===== src/rtl/irqc_pkg.sv =====
package irqc_pkg;
  typedef enum logic [1:0] {
    SEL_NONE = 2'd0,
    SEL_PEND = 2'd1,
    SEL_ENAB = 2'd2
  } irqc_sel_e;
endpackage


===== src/rtl/irqc_decode.sv =====
module irqc_decode
  import irqc_pkg::*;
#(
  parameter int ADDR_W = 12,
  parameter logic [ADDR_W-1:0] PEND_OFF = 'h070,
  parameter logic [ADDR_W-1:0] ENAB_OFF = 'h074
) (
  input  logic [ADDR_W-1:0] addr,
  input  logic              we,
  output irqc_sel_e         sel,
  output logic              pend_we,
  output logic              enab_we
);
  always_comb begin
    if (addr == PEND_OFF)      sel = SEL_PEND;
    else if (addr == ENAB_OFF) sel = SEL_ENAB;
    else                       sel = SEL_NONE;
  end

  assign pend_we = we && (sel == SEL_PEND);
  assign enab_we = we && (sel == SEL_ENAB);
endmodule


===== src/rtl/irqc_pending.sv =====
module irqc_pending #(
  parameter int SRC_W = 16
) (
  input  logic             clk,
  input  logic             rst_n,
  input  logic             clr_we,
  input  logic [SRC_W-1:0] clr_word,
  input  logic [SRC_W-1:0] set_req,
  output logic [SRC_W-1:0] pend_q
);
  for (genvar i = 0; i < SRC_W; i++) begin : g_bit
    logic kept;
    // A request wins over a clearing zero in the same cycle.
    assign kept = clr_we ? (pend_q[i] & clr_word[i]) : pend_q[i];
    always_ff @(posedge clk) begin
      if (!rst_n) pend_q[i] <= 1'b0;
      else        pend_q[i] <= kept | set_req[i];
    end
  end
endmodule


===== src/rtl/irqc_enable.sv =====
module irqc_enable #(
  parameter int SRC_W = 16
) (
  input  logic             clk,
  input  logic             rst_n,
  input  logic             ld,
  input  logic [SRC_W-1:0] ld_word,
  output logic [SRC_W-1:0] enab_q
);
  always_ff @(posedge clk) begin
    if (!rst_n)  enab_q <= '0;
    else if (ld) enab_q <= ld_word;
  end
endmodule


===== src/rtl/irqc_readmux.sv =====
module irqc_readmux
  import irqc_pkg::*;
#(
  parameter int SRC_W  = 16,
  parameter int DATA_W = 32
) (
  input  irqc_sel_e         sel,
  input  logic [SRC_W-1:0]  pend,
  input  logic [SRC_W-1:0]  enab,
  output logic [DATA_W-1:0] rdata
);
  logic [SRC_W-1:0] picked;

  always_comb begin
    case (sel)
      SEL_PEND: picked = pend;
      SEL_ENAB: picked = enab;
      default:  picked = '0;
    endcase
  end

  if (DATA_W > SRC_W) begin : g_ext
    assign rdata = {{(DATA_W-SRC_W){1'b0}}, picked};
  end else begin : g_trunc
    assign rdata = picked[DATA_W-1:0];
  end
endmodule


===== src/rtl/irqc_top.sv =====
module irqc_top
  import irqc_pkg::*;
#(
  parameter int SRC_W  = 16,
  parameter int DATA_W = 32,
  parameter int ADDR_W = 12,
  parameter logic [ADDR_W-1:0] PEND_OFF = 'h070,
  parameter logic [ADDR_W-1:0] ENAB_OFF = 'h074
) (
  input  logic              clk,
  input  logic              rst_n,
  input  logic [ADDR_W-1:0] bus_addr,
  input  logic              bus_we,
  input  logic [DATA_W-1:0] bus_wdata,
  output logic [DATA_W-1:0] bus_rdata,
  input  logic [SRC_W-1:0]  src_req,
  output logic              cpu_irq,
  output logic              unmask_pulse
);
  irqc_sel_e        sel;
  logic             pend_we, enab_we;
  logic [SRC_W-1:0] pend_q, enab_q, wword;
  logic             pulse_q;

  assign wword = bus_wdata[SRC_W-1:0];

  irqc_decode #(.ADDR_W(ADDR_W), .PEND_OFF(PEND_OFF), .ENAB_OFF(ENAB_OFF)) u_dec (
    .addr(bus_addr), .we(bus_we), .sel(sel), .pend_we(pend_we), .enab_we(enab_we)
  );

  irqc_pending #(.SRC_W(SRC_W)) u_pend (
    .clk(clk), .rst_n(rst_n), .clr_we(pend_we), .clr_word(wword),
    .set_req(src_req), .pend_q(pend_q)
  );

  irqc_enable #(.SRC_W(SRC_W)) u_enab (
    .clk(clk), .rst_n(rst_n), .ld(enab_we), .ld_word(wword), .enab_q(enab_q)
  );

  irqc_readmux #(.SRC_W(SRC_W), .DATA_W(DATA_W)) u_rd (
    .sel(sel), .pend(pend_q), .enab(enab_q), .rdata(bus_rdata)
  );

  assign cpu_irq = |(pend_q & enab_q);

  always_ff @(posedge clk) begin
    if (!rst_n) pulse_q <= 1'b0;
    else        pulse_q <= enab_we && (|(pend_q & wword));
  end
  assign unmask_pulse = pulse_q;
endmodule


===== config.mk =====
export PLATFORM = sky130hd
export DESIGN_NAME = irqc_top
export DESIGN_NICKNAME = d
export VERILOG_FILES = /design/src/rtl/irqc_pkg.sv /design/src/rtl/irqc_decode.sv /design/src/rtl/irqc_pending.sv /design/src/rtl/irqc_enable.sv /design/src/rtl/irqc_readmux.sv /design/src/rtl/irqc_top.sv
export SDC_FILE = /design/constraint.sdc
export NUM_CORES = 1
export LEC_CHECK = 0
export BUFFER_PORTS_ARGS = -buffer_cell sky130_fd_sc_hd__buf_2
export CAP_MARGIN = 5
export CORE_MARGIN = 2
export CORE_UTILIZATION = 47
export DETAILED_ROUTE_END_ITERATION = 12
export GPL_TIMING_DRIVEN = 0
export PLACE_DENSITY = 0.92
export SLEW_MARGIN = 10
export SYNTH_ARGS = -nofsm -noshare
export SYNTH_HDL_FRONTEND = slang
export SYNTH_SLANG_ARGS = --single-unit

===== constraint.sdc =====
create_clock -name clk -period 3.3 [get_ports clk]
set_input_delay 0.165 -clock clk [delete_from_list [all_inputs] [get_ports clk]]
set_output_delay 0.165 -clock clk [all_outputs]
set_load 0.02 [all_outputs]

== Word level (Yosys, flattened, before mapping) ==
Index checks and enable logic that the tools add are counted.

* Flip-flop bits (word level): 33
* Bits of input ports: 63
* Output and inout port bits: 34
* Word-level logic and storage cells: 80

* Equal/unequal tests: 4
* Muxes and demuxes: 19
* Bitwise operators: 34
* Reductions and logical operators: 5

{| class="wikitable"
|+ Operator list
! cell !! number
|-
| bitwise AND 16 bit || 2
|-
| one-hot mux 16 bit (2 select lines) || 1
|-
| OR reduction 16 bit || 2
|-
| == test 12 x 7 -> 1 bit, second input constant || 2
|-
| bitwise AND 1 bit || 16
|-
| 2-to-1 mux 1 bit || 16
|-
| OR 1 bit || 16
|-
| 2-to-1 mux 2 bit || 2
|-
| logical AND 1 bit || 3
|-
| == test 2 x 1 -> 1 bit, second input constant || 1
|-
| == test 2 bit, second input constant || 1
|}

== Longest topological paths before layout ==
Gate-level depths: netlist of run 1.

* Word-level depth: 7
* Mapped depth: 5
* Mapped depth without buffers: 4

== Hierarchy ==
A second synthesis of run 1 with hierarchy kept.

* Cells, all modules: 205
* Area, all modules: 2025.7 sq um

{| class="wikitable"
|+ Modules (own cells, without submodules)
! module !! instances !! cells each !! area an instance (sq um) !! sequential area each (sq um)
|-
| irqc_pending || 1 || 66 || 670.6 || 320.3
|-
| irqc_enable || 1 || 51 || 615.6 || 320.3
|-
| irqc_readmux || 1 || 59 || 455.4 || 0.0
|-
| irqc_top || 1 || 20 || 203.9 || 20.0
|-
| irqc_decode || 1 || 9 || 80.1 || 0.0
|}

== Worst setup path before layout of run 1 ==
No wires, ideal clock.

* Kind: input to output
* From: input port bus_addr[3]
* To: output port bus_rdata[10]
* Arrival time: 1.588 ns
* Data required time: 3.135 ns
* Slack: 1.547 ns
* Stages: 5
* Buffers on the path: 1
* Cell sequence: or3_1 > or2_4 > nor3_2 > buf_4 > a22o_1

* Word-level cells in the longest chain between the ends: 5
* Elaborated cells on any way between the ends: 7
* Classes of those cells: eq/ne (4); mux (3)

{| class="wikitable"
|+ RTL lines
! item !! RTL line !! text
|-
| from (decl) || irqc_top.sv:12 || <nowiki>input logic [ADDR_W-1:0] bus_addr,</nowiki>
|-
| == test 12 x 7 -> 1 bit || irqc_decode.sv:16 || <nowiki>else if (addr == ENAB_OFF) sel = SEL_ENAB;</nowiki>
|-
| 2-to-1 mux 2 bit || irqc_decode.sv:16 ||
|-
| 2-to-1 mux 2 bit * || irqc_decode.sv:15 || <nowiki>if (addr == PEND_OFF) sel = SEL_PEND;</nowiki>
|-
| == test 2 bit / == test 2 x 1 -> 1 bit (equally long branches) || irqc_readmux.sv:15 || <nowiki>case (sel)</nowiki>
|-
| one-hot mux 16 bit (2 select lines) * || irqc_readmux.sv:15 ||
|-
| to (decl) || irqc_top.sv:15 || <nowiki>output logic [DATA_W-1:0] bus_rdata,</nowiki>
|}

Every way passes the cells marked *; elsewhere a longest branch is shown, timed or not.

== Final worst setup path of run 1 ==
* From: input port bus_addr[3]
* To: output port bus_rdata[11]

Same word-level chain as after synthesis.

==> flow_summary_export.csv, run 1 <==
group,metric,value,unit
run_status,outcome,"finished, final reports clean",
die,pin_count,97,
clock_network,root_buffer,"clkbuf_4",
synthesis,seq_area_frac_synth,38.8,%
detailed_routing,drc_errors,0,
clock_network,clock_path_buffers,2,
power,p_int,0.000562,W
global_routing,gr-total-overflow,0,
synthesis,ys.flop_type,"dfxtp_1",
die,start_util,49.9,%
detailed_routing,vias,1877,
die,die_area,4120,sq um
sta,min_period_over_period,65.2,%
finish,fin_util,64.0,%
sta,fin_tns_setup,0,ns
placement,gp_congestion,0.900,
finish,drive_gt1_share,34.7,%
worst_setup_path,cpMaxStageDelayCell,"or3_1",
synthesis,synth-edff-count,0,
sta,holdWs,0.0666,ns
die,fp.dieW,64.2,microns
worst_setup_path,start_kind,"primary input",
finish,final_common_cell,"buf_2",
worst_setup_path,path_class,"in -> out",
sta,worstMarginPinSlew,0.531,ns
clock_network,cts_buffers,5,
detailed_routing,dr_wl_met3,552,microns
finish,diodes,0,
clock_network,clock_latency,0.35,ns
run,maxCapViolCount,0,
detailed_routing,highest_layer,"met4",
power,combPwrFrac,14.3,%
synthesis,synth_area_leaders,"dfxtp_1, a22o_1, o21ai_0, buf_4, a21oi_1",
power,p_switching,0.000212,W
worst_setup_path,crit_chain,"buf_2 > or3_1 > or2_4 > nor3_2 > buf_4 > a22o_1 > buf_2",
worst_setup_path,crit_top_cell,"buf_2",
detailed_routing,drt-initial-drc-count,181,
finish,finalNetCount,351,
global_routing,antenna_found_initial,0,
sta,fin_skew,0.00463,ns
synthesis,netlist_area,1700,sq um
synthesis,synth_top_area_share,38.8,%
placement,dp.cells,327,
clock_network,cts_tree,"built",
finish,fillCellCount,312,
clock_network,cts.reportedPaths.clkPinSlew,0.09,ns
synthesis,yosysTopAreaCell,"dfxtp_1",
detailed_routing,met2WireLength,2310,microns
finish,final_cell_mix,"buf_2, dfxtp_1, o21ai_0",
power,p_leak,1.02,nW
die,num_rows,21,
power,pwr-share-clk,30.6,%
synthesis,async_flop_share,0,%
worst_setup_path,endpoint_kind,"output port",
worst_setup_path,path_max_fanout,10,
synthesis,synth_cell_types,24,
sta,hold_viol,0,
placement,port_buffers,63,
power,p_seq_share,55.2,%
power,switching_share,27.4,%
worst_setup_path,crit_buf_inv,3,
global_routing,first_global_vias,1684,
die,fp.dieH,64.2,microns
global_routing,grt.total_usage,24.0,%
sta,max_freq,464,MHz
sta,rsz0062_at_grt,"false",
clock_network,cts_sinks,33,
sta,finalCriticalPeriod,2.15,ns
detailed_routing,totalWireLength,4840,microns
power,power_density,354,nW/um^2
worst_setup_path,crit_arrival,1.99,ns
detailed_routing,wl_per_cell,14.5,microns
synthesis,ys_seq_elements,33,
finish,instances_no_fill,334,
worst_setup_path,worstPathRequired,3.13,ns
sta,relSlewSlack,64.4,%
worst_setup_path,slowest_delay,0.42,ns
synthesis,synthCells,203,
placement,dp_hpwl,3570,microns
global_routing,grt_pass1_wl,7670,microns
detailed_routing,drt-met1-wl,1880,microns
synthesis,synth_area_per_cell,8.39,sq um
detailed_routing,final_antenna_net_count,0,
sta,setup_viol,0,
synthesis,yosys_warnings,0,
sta,slew_violations,0,
clock_network,htreeDepth,2,
finish,area_growth,28.4,%
clock_network,cts_resized,0,
die,core_area,3420,sq um
hold_path,hold_class,"in -> reg",
power,irDropWorstVdd,0.229,mV
clock_network,postCtsHoldBufs,0,
detailed_routing,viasPerCell,5.62,
clock_network,post_cts_buffers,0,
global_routing,grt_max_degree,11,
detailed_routing,drtPass1Iterations,4,
worst_setup_path,path_delay_family,"simple AND/OR/NAND/NOR gates",
==> power groups by stage <==
stage	Combinational, W	Sequential (W)	Clock, W
CTS	0.000109	0.000427	0.000233
finish	0.000110	0.000427	0.000237
detailed placement	0.000108	0.000436	0
global route	0.000121	0.000430	0.000257
floorplan	0.0000654	0.000431	0
global placement	0.000106	0.000436	0
==> state kept, by name, summed over array words and instances (netlist names) <==
register       cells
unmask_pulse       1
u_enab.enab_q     16
u_pend.pend_q     16
==> layer usage <==
layer / global-route usage [%] / vias up
li1: - / 893
met1: 29.1 / 860
met2: 39.8 / 115
met3: 7.22 / 9
met4: 9.04 / 0
met5: 0 / -
==> per-stage QoR <==
step	total power [W]	setup slack [ns]	instance area, sq um
finish	0.000775	1.15	2190
global route	0.000808	1.05	2190
CTS	0.000769	1.14	2190
detailed placement	0.000544	1.14	2130
global placement	0.000541	1.19	2130
floorplan	0.000496	1.55	1760
==> logic make-up (layout without fill, tap and decap cells) <==
kind of cell	Yosys count	in the layout	share of synthesized area, %
other	1	16	0.220
DFF	33	33	38.8
buffers and inverters	29	99	11.5
AOI/OAI and AO/OA	80	80	30.6
and+or+nand+nor	60	60	18.9
==> Yosys cell counts (3+ instances only) <==
| cell type | number |
|---|---|
| buf_4 | 18 |
| nand2_1 | 17 |
| clkbuf_1 | 3 |
| nor2_1 | 16 |
| a22o_1 | 24 |
| dfxtp_1 | 33 |
| nand3_1 | 16 |
| a21oi_1 | 16 |
| buf_2 | 3 |
| a221oi_1 | 8 |
| o21ai_0 | 30 |
==> area by class of cell <==
class | instances | area, sq um | area share [%]
Tap cell | 46 | 57.6 | 2.63
Sequential cell | 33 | 661 | 30.2
Timing Repair Buffer | 63 | 315 | 14.4
Clock buffer | 7 | 55.1 | 2.52
Buffer | 27 | 189 | 8.64
Multi-Input combinational cell | 156 | 902 | 41.2
Inverter | 2 | 7.51 | 0.343
==> tightest hold or removal path, stage by stage <==
cell     delay, ns
buf_2         0.10
nand3_1       0.06
o21ai_0       0.06
==> path summary, 6_finish.rpt <==
path,from,to,slack [ns],cells after the start
worst min register to register,u_enab.enab_q[3],u_enab.enab_q[3],0.48,2
worst max-delay path,bus_addr[3],bus_rdata[11],1.15,7
worst min-delay path,bus_wdata[2],u_enab.enab_q[2],0.07,3
worst max register to register,u_pend.pend_q[10],unmask_pulse,1.95,4
Note: power is estimated with default switching activity, not from simulation.
==> inputs of run 2 (changes only) <==
--- a/config.mk
+++ b/config.mk
@@ -8,10 +8,10 @@
 export BUFFER_PORTS_ARGS = -buffer_cell sky130_fd_sc_hd__buf_2
 export CAP_MARGIN = 5
 export CORE_MARGIN = 2
-export CORE_UTILIZATION = 47
+export CORE_UTILIZATION = 39
 export DETAILED_ROUTE_END_ITERATION = 12
 export GPL_TIMING_DRIVEN = 0
-export PLACE_DENSITY = 0.92
+export PLACE_DENSITY = 0.82
 export SLEW_MARGIN = 10
 export SYNTH_ARGS = -nofsm -noshare
 export SYNTH_HDL_FRONTEND = slang
==> constraint.sdc (replaced) <==
create_clock -name clk -period 1.9 [get_ports clk]
set_input_delay 0.095 -clock clk [delete_from_list [all_inputs] [get_ports clk]]
set_output_delay 0.095 -clock clk [all_outputs]
set_load 0.02 [all_outputs]
==> run 2 against run 1 <==
Net effect: global-route usage down 3.2 points; worst hold slack got worse by 0.0018 ns; sequential cell count unchanged; clock skew decreased by 0.0031 ns; clock-buffer cell count unchanged; critical endpoint unchanged.
==> flow_summary_export.csv, run 2 (synthesized netlist as in run 1, its figures left out) <==
group,metric,value,unit
run_status,outcome,"finished, final reports clean",
power,irDropWorstVdd,0.309,mV
power,p_leak,1.08,nW
global_routing,gr-total-overflow,0,
die,fp.dieH,70.1,microns
finish,final_cell_area,2280,sq um
clock_network,root_buffer,"clkbuf_8",
power,power_density,644,nW/um^2
clock_network,cts_sinks,33,
detailed_routing,wl_per_cell,14.8,microns
sta,setup_viol,0,
sta,fin_tns_setup,0,ns
sta,relSlewSlack,66.5,%
detailed_routing,totalWireLength,5120,microns
worst_setup_path,crit_arrival,1.75,ns
finish,seq_area,661,sq um
clock_network,clock_path_buffers,2,
clock_network,cts.reportedPaths.clkPinSlew,0.06,ns
global_routing,globalRoute.busiestLayer,"met2",
worst_setup_path,slowest_delay,0.41,ns
die,fp.dieW,70.1,microns
worst_setup_path,worstPathRequired,1.80,ns
finish,diodes,0,
sta,finalCriticalPeriod,1.84,ns
global_routing,antenna_found_initial,0,
worst_setup_path,path_class,"in -> out",
global_routing,grt.total_usage,20.8,%
worst_setup_path,crit_chain,"buf_2 > or3_1 > or2_4 > nor3_4 > buf_4 > a22o_1 > buf_2",
clock_network,cts_tree,"built",
die,die_area,4910,sq um
placement,gp_congestion,0.861,
global_routing,globalRouteMet2Util,37.4,%
finish,multiInputGateArea,915,sq um
hold_path,hold_class,"in -> reg",
detailed_routing,drtPass1Iterations,5,
die,pin_count,97,
global_routing,grt_max_degree,11,
detailed_routing,viasPerCell,5.39,
worst_setup_path,path_max_fanout,10,
detailed_routing,vias,1866,
worst_setup_path,start_kind,"primary input",
die,start_util,39.7,%
clock_network,clock_latency,0.29,ns
power,p_total,0.00147,W
detailed_routing,drc_errors,0,
finish,drive_gt1_share,36.1,%
worst_setup_path,r2r_setup_slack,0.57,ns
die,core_area,4290,sq um
global_routing,gr-usage-met3,5.19,%
worst_setup_path,crit_top_cell,"buf_2",
clock_network,cts_buffers,5,
worst_setup_path,endpoint_kind,"output port",
detailed_routing,final_antenna_net_count,0,
clock_network,htreeDepth,2,
finish,final_cell_mix,"buf_2, dfxtp_1, o21ai_0",
worst_setup_path,cpMaxStageDelayCell,"or3_1",
placement,post_dp_cell_area,2140,sq um
sta,slew_violations,0,
finish,final_common_cell,"buf_2",
finish,area_growth,34.1,%
finish,finalNetCount,357,
placement,dp_hpwl,3750,microns
global_routing,met1_usage,23.5,%
global_routing,grt_pass1_wl,8150,microns
sta,min_period_over_period,96.9,%
sta,hold_viol,0,
sta,worstMarginPinSlew,0.499,ns
run,maxCapViolCount,0,
detailed_routing,drt-initial-drc-count,129,
sta,fin_skew,0.00153,ns
sta,max_freq,543,MHz
global_routing,first_global_vias,1818,
placement,port_buffers,63,
finish,fillCellCount,406,
die,num_rows,24,
-- run 2: cell count changes in the layout (fill, tap and decap cells not counted) --
cell	change
buf_4	+6
clkbuf_4	-5
clkbuf_8	+5
nor3_2	-2
nor3_4	+2
-- run 2: what timing repair did --
| action | 4_1_cts | 5_1_grt |
|---|---|---|
| buffers inserted | 0 | 6 |
| resized for setup | 2 | 0 |
| pin swaps | 0 | 2 |
| hold buffers | 0 | 0 |
| endpoints found under the setup margin | 10 | 10 |
| cloned | 0 | 0 |
-- run 2: where the power goes --
| part | leakage, nW | switching, W | internal, W | total, W |
|---|---|---|---|---|
| clock network | 0.0443 | 0.000246 | 0.000287 | 0.000533 |
| registers | 0.271 | 0.0000284 | 0.000716 | 0.000745 |
| logic | 0.767 | 0.000106 | 0.0000867 | 0.000193 |
-- run 2: worst paths after layout --
check                         start          endpoint  cells after the start
setup / recovery        bus_addr[3]     bus_rdata[11]                      7
setup reg to reg  u_pend.pend_q[14]      unmask_pulse                      4
hold / removal         bus_wdata[2]  u_enab.enab_q[2]                      3
hold reg to reg    u_enab.enab_q[0]  u_enab.enab_q[0]                      2
-- run 2: cell type report --
class / instances / share of cell area, %
timing repair buffer: 69 / 15.8
inverter: 2 / 0.329
multi-input combinational: 156 / 40.1
clock buffer: 7 / 3.78
tap: 52 / 2.85
buffer: 27 / 8.27
sequential: 33 / 28.9
-- run 2: per-stage QoR --
stage / instances / utilization [%] / setup WS [ns] / hold slack (ns)
2_1_floorplan: 218 / - / 0.287 / 0.225
3_3_place_gp: 333 / 49.8 / -0.112 / 0.347
3_5_place_dp: 333 / 49.8 / -0.106 / 0.356
4_1_cts: 340 / 52.1 / 0.0292 / 0.0545
5_1_grt: 346 / 53.2 / -0.0121 / 0.0785
6_report: 346 / 53.2 / 0.0589 / 0.0647
-- run 2: layer usage --
layer	wire length (microns)	vias up
met5	0	-
met2	2540	92
met4	75	0
met3	421	8
met1	2080	867
li1	-	899
-- run 2: worst max-delay path, delay by kind of cell --
family,cells,cell delay [ns]
AND/OR/NAND/NOR,3,0.99
AO/OA/AOI/OAI,1,0.16
buffers and inverters,3,0.50
==> inputs of run 3 (changes only) <==
--- a/config.mk
+++ b/config.mk
@@ -8,10 +8,10 @@
 export BUFFER_PORTS_ARGS = -buffer_cell sky130_fd_sc_hd__buf_2
 export CAP_MARGIN = 5
 export CORE_MARGIN = 2
-export CORE_UTILIZATION = 39
+export CORE_UTILIZATION = 44
 export DETAILED_ROUTE_END_ITERATION = 12
 export GPL_TIMING_DRIVEN = 0
-export PLACE_DENSITY = 0.82
+export PLACE_DENSITY = 0.87
 export SLEW_MARGIN = 10
 export SYNTH_ARGS = -nofsm -noshare
 export SYNTH_HDL_FRONTEND = slang
==> constraint.sdc (replaced) <==
create_clock -name clk -period 2.1 [get_ports clk]
set_input_delay 0.105 -clock clk [delete_from_list [all_inputs] [get_ports clk]]
set_output_delay 0.105 -clock clk [all_outputs]
set_load 0.02 [all_outputs]
==> run 3 against run 2 <==
Net effect: clock power down 10%; clock-buffer cell count stayed put; setup slack improved by 0.023 ns; first-iteration DRC count increased by 17%; design area fell by 2.7%; sequential share of layout area grew 0.81 points; clock skew is 0.00057 ns higher; worst hold slack improved by 0.0034 ns; routed wire length decreased by 1.8%; die area down 11%; core utilization increased by 7.0 points; combinational power shrank 9%; critical path type unchanged; largest power group unchanged.
==> flow_summary_export.csv, run 3 (synthesized netlist as in run 1, its figures left out) <==
group,metric,value,unit
run_status,outcome,"finished, final reports clean",
power,irDropWorstVdd,0.290,mV
sta,fin_skew,0.00209,ns
die,pin_count,97,
finish,finalNetCount,351,
die,fp.dieH,66.2,microns
finish,fin_util,60.2,%
worst_setup_path,reg2reg_to,"unmask_pulse",
clock_network,cts_buffers,5,
detailed_routing,viasPerCell,5.58,
placement,port_buffers,63,
finish,seq_area,661,sq um
worst_setup_path,reg2regPathDepth,4,
detailed_routing,wl_per_cell,14.9,microns
sta,slew_violations,0,
die,core_area,3690,sq um
hold_path,min_from,"bus_wdata[7]",
sta,finalCriticalPeriod,2.02,ns
detailed_routing,final_antenna_net_count,0,
die,fp.dieW,66.2,microns
worst_setup_path,path_max_fanout,10,
detailed_routing,vias,1875,
finish,diodes,0,
sta,max_freq,496,MHz
sta,rsz0062_at_grt,"false",
power,p_leak,1.03,nW
hold_path,hold_class,"in -> reg",
global_routing,antenna_found_initial,0,
clock_network,clock_path_buffers,2,
clock_network,cts_resized,0,
worst_setup_path,endpoint_kind,"output port",
sta,fin_tns_setup,0,ns
hold_path,hold_end,"u_enab.enab_q[7]",
hold_path,min_path_cells,3,
power,p_total,0.00133,W
clock_network,postCtsHoldBufs,0,
placement,dp_hpwl,3680,microns
worst_setup_path,crit_arrival,1.91,ns
worst_setup_path,start_kind,"primary input",
clock_network,htreeDepth,2,
detailed_routing,drc_errors,0,
sta,min_period_over_period,96.1,%
die,die_area,4380,sq um
finish,final_common_cell,"buf_2",
power,power_density,597,nW/um^2
global_routing,first_global_vias,1714,
run,maxCapViolCount,0,
worst_setup_path,worstPathRequired,2.00,ns
worst_setup_path,r2r_setup_slack,0.76,ns
global_routing,grt.total_usage,24.5,%
finish,drive_gt1_share,34.7,%
detailed_routing,drtPass1Iterations,5,
die,num_rows,22,
detailed_routing,totalWireLength,5020,microns
finish,fillCellCount,335,
global_routing,grt_pass1_wl,7980,microns
die,start_util,46.2,%
worst_setup_path,path_class,"in -> out",
sta,setup_viol,0,
clock_network,root_buffer,"clkbuf_8",
finish,area_growth,30.4,%
detailed_routing,drt-initial-drc-count,151,
sta,worstMarginPinSlew,0.573,ns
placement,gp_congestion,0.918,
clock_network,cts.reportedPaths.clkPinSlew,0.06,ns
finish,final_cell_mix,"buf_2, dfxtp_1, o21ai_0",
sta,hold_viol,0,
clock_network,cts_tree,"built",
worst_setup_path,timing.rr.start,"u_pend.pend_q[14]",
sta,relSlewSlack,61.5,%
global_routing,gr-total-overflow,0,
clock_network,clock_latency,0.29,ns
clock_network,cts_sinks,33,
finish,multiInputGateArea,902,sq um
clock_network,post_cts_buffers,0,
global_routing,grt_max_degree,11,
run 3: how the worst max path moves through the flow:
stage,depth (start not counted),from,slack [ns],endpoint
6_report,7,bus_addr[3],0.08,bus_rdata[15]
5_1_grt,7,bus_addr[3],0.002,bus_rdata[15]
4_1_cts,7,bus_addr[3],0.11,bus_rdata[13]
3_5_place_dp,7,bus_addr[3],0.11,bus_rdata[13]
3_3_place_gp,7,bus_addr[3],0.10,bus_rdata[11]
2_1_floorplan,5,bus_addr[3],0.47,bus_rdata[10]
run 3: layer usage:
metal | global-route usage (%) | wire length, microns
met1 | 30.2 | 2060
met2 | 38.9 | 2410
met3 | 8.18 | 455
met5 | 0 | 0
met4 | 9.95 | 102
run 3: through the flow:
step	cells	setup slack, ns	hold WS, ns	area, sq um
after floorplan	218	0.467	0.235	1760
after global placement	329	0.102	0.358	2130
after detailed placement	329	0.108	0.362	2130
after CTS	336	0.113	0.0660	2220
after global routing	336	0.00223	0.0749	2220
final	336	0.0823	0.0681	2220
run 3: area by class of cell:
| cell class | instances | area share (%) |
|---|---|---|
| buffer | 27 | 8.51 |
| inverter | 2 | 0.338 |
| timing repair buffer | 63 | 14.2 |
| clock buffer | 7 | 3.89 |
| tap | 48 | 2.70 |
| multi-input combinational | 156 | 40.6 |
| sequential | 33 | 29.7 |
run 3: critical path, cell delays in order:
cell and delay, ns:
buf_2 0.10, or3_1 0.41, or2_4 0.28, nor3_2 0.41
buf_4 0.28, a22o_1 0.16, buf_2 0.16
run 3: power by group:
| group | switching, W | leakage [nW] | internal (W) |
|---|---|---|---|
| logic | 0.0000962 | 0.718 | 0.0000784 |
| registers | 0.0000251 | 0.271 | 0.000648 |
| clock network | 0.000219 | 0.0443 | 0.000260 |
| total | 0.000341 | 1.03 | 0.000986 |
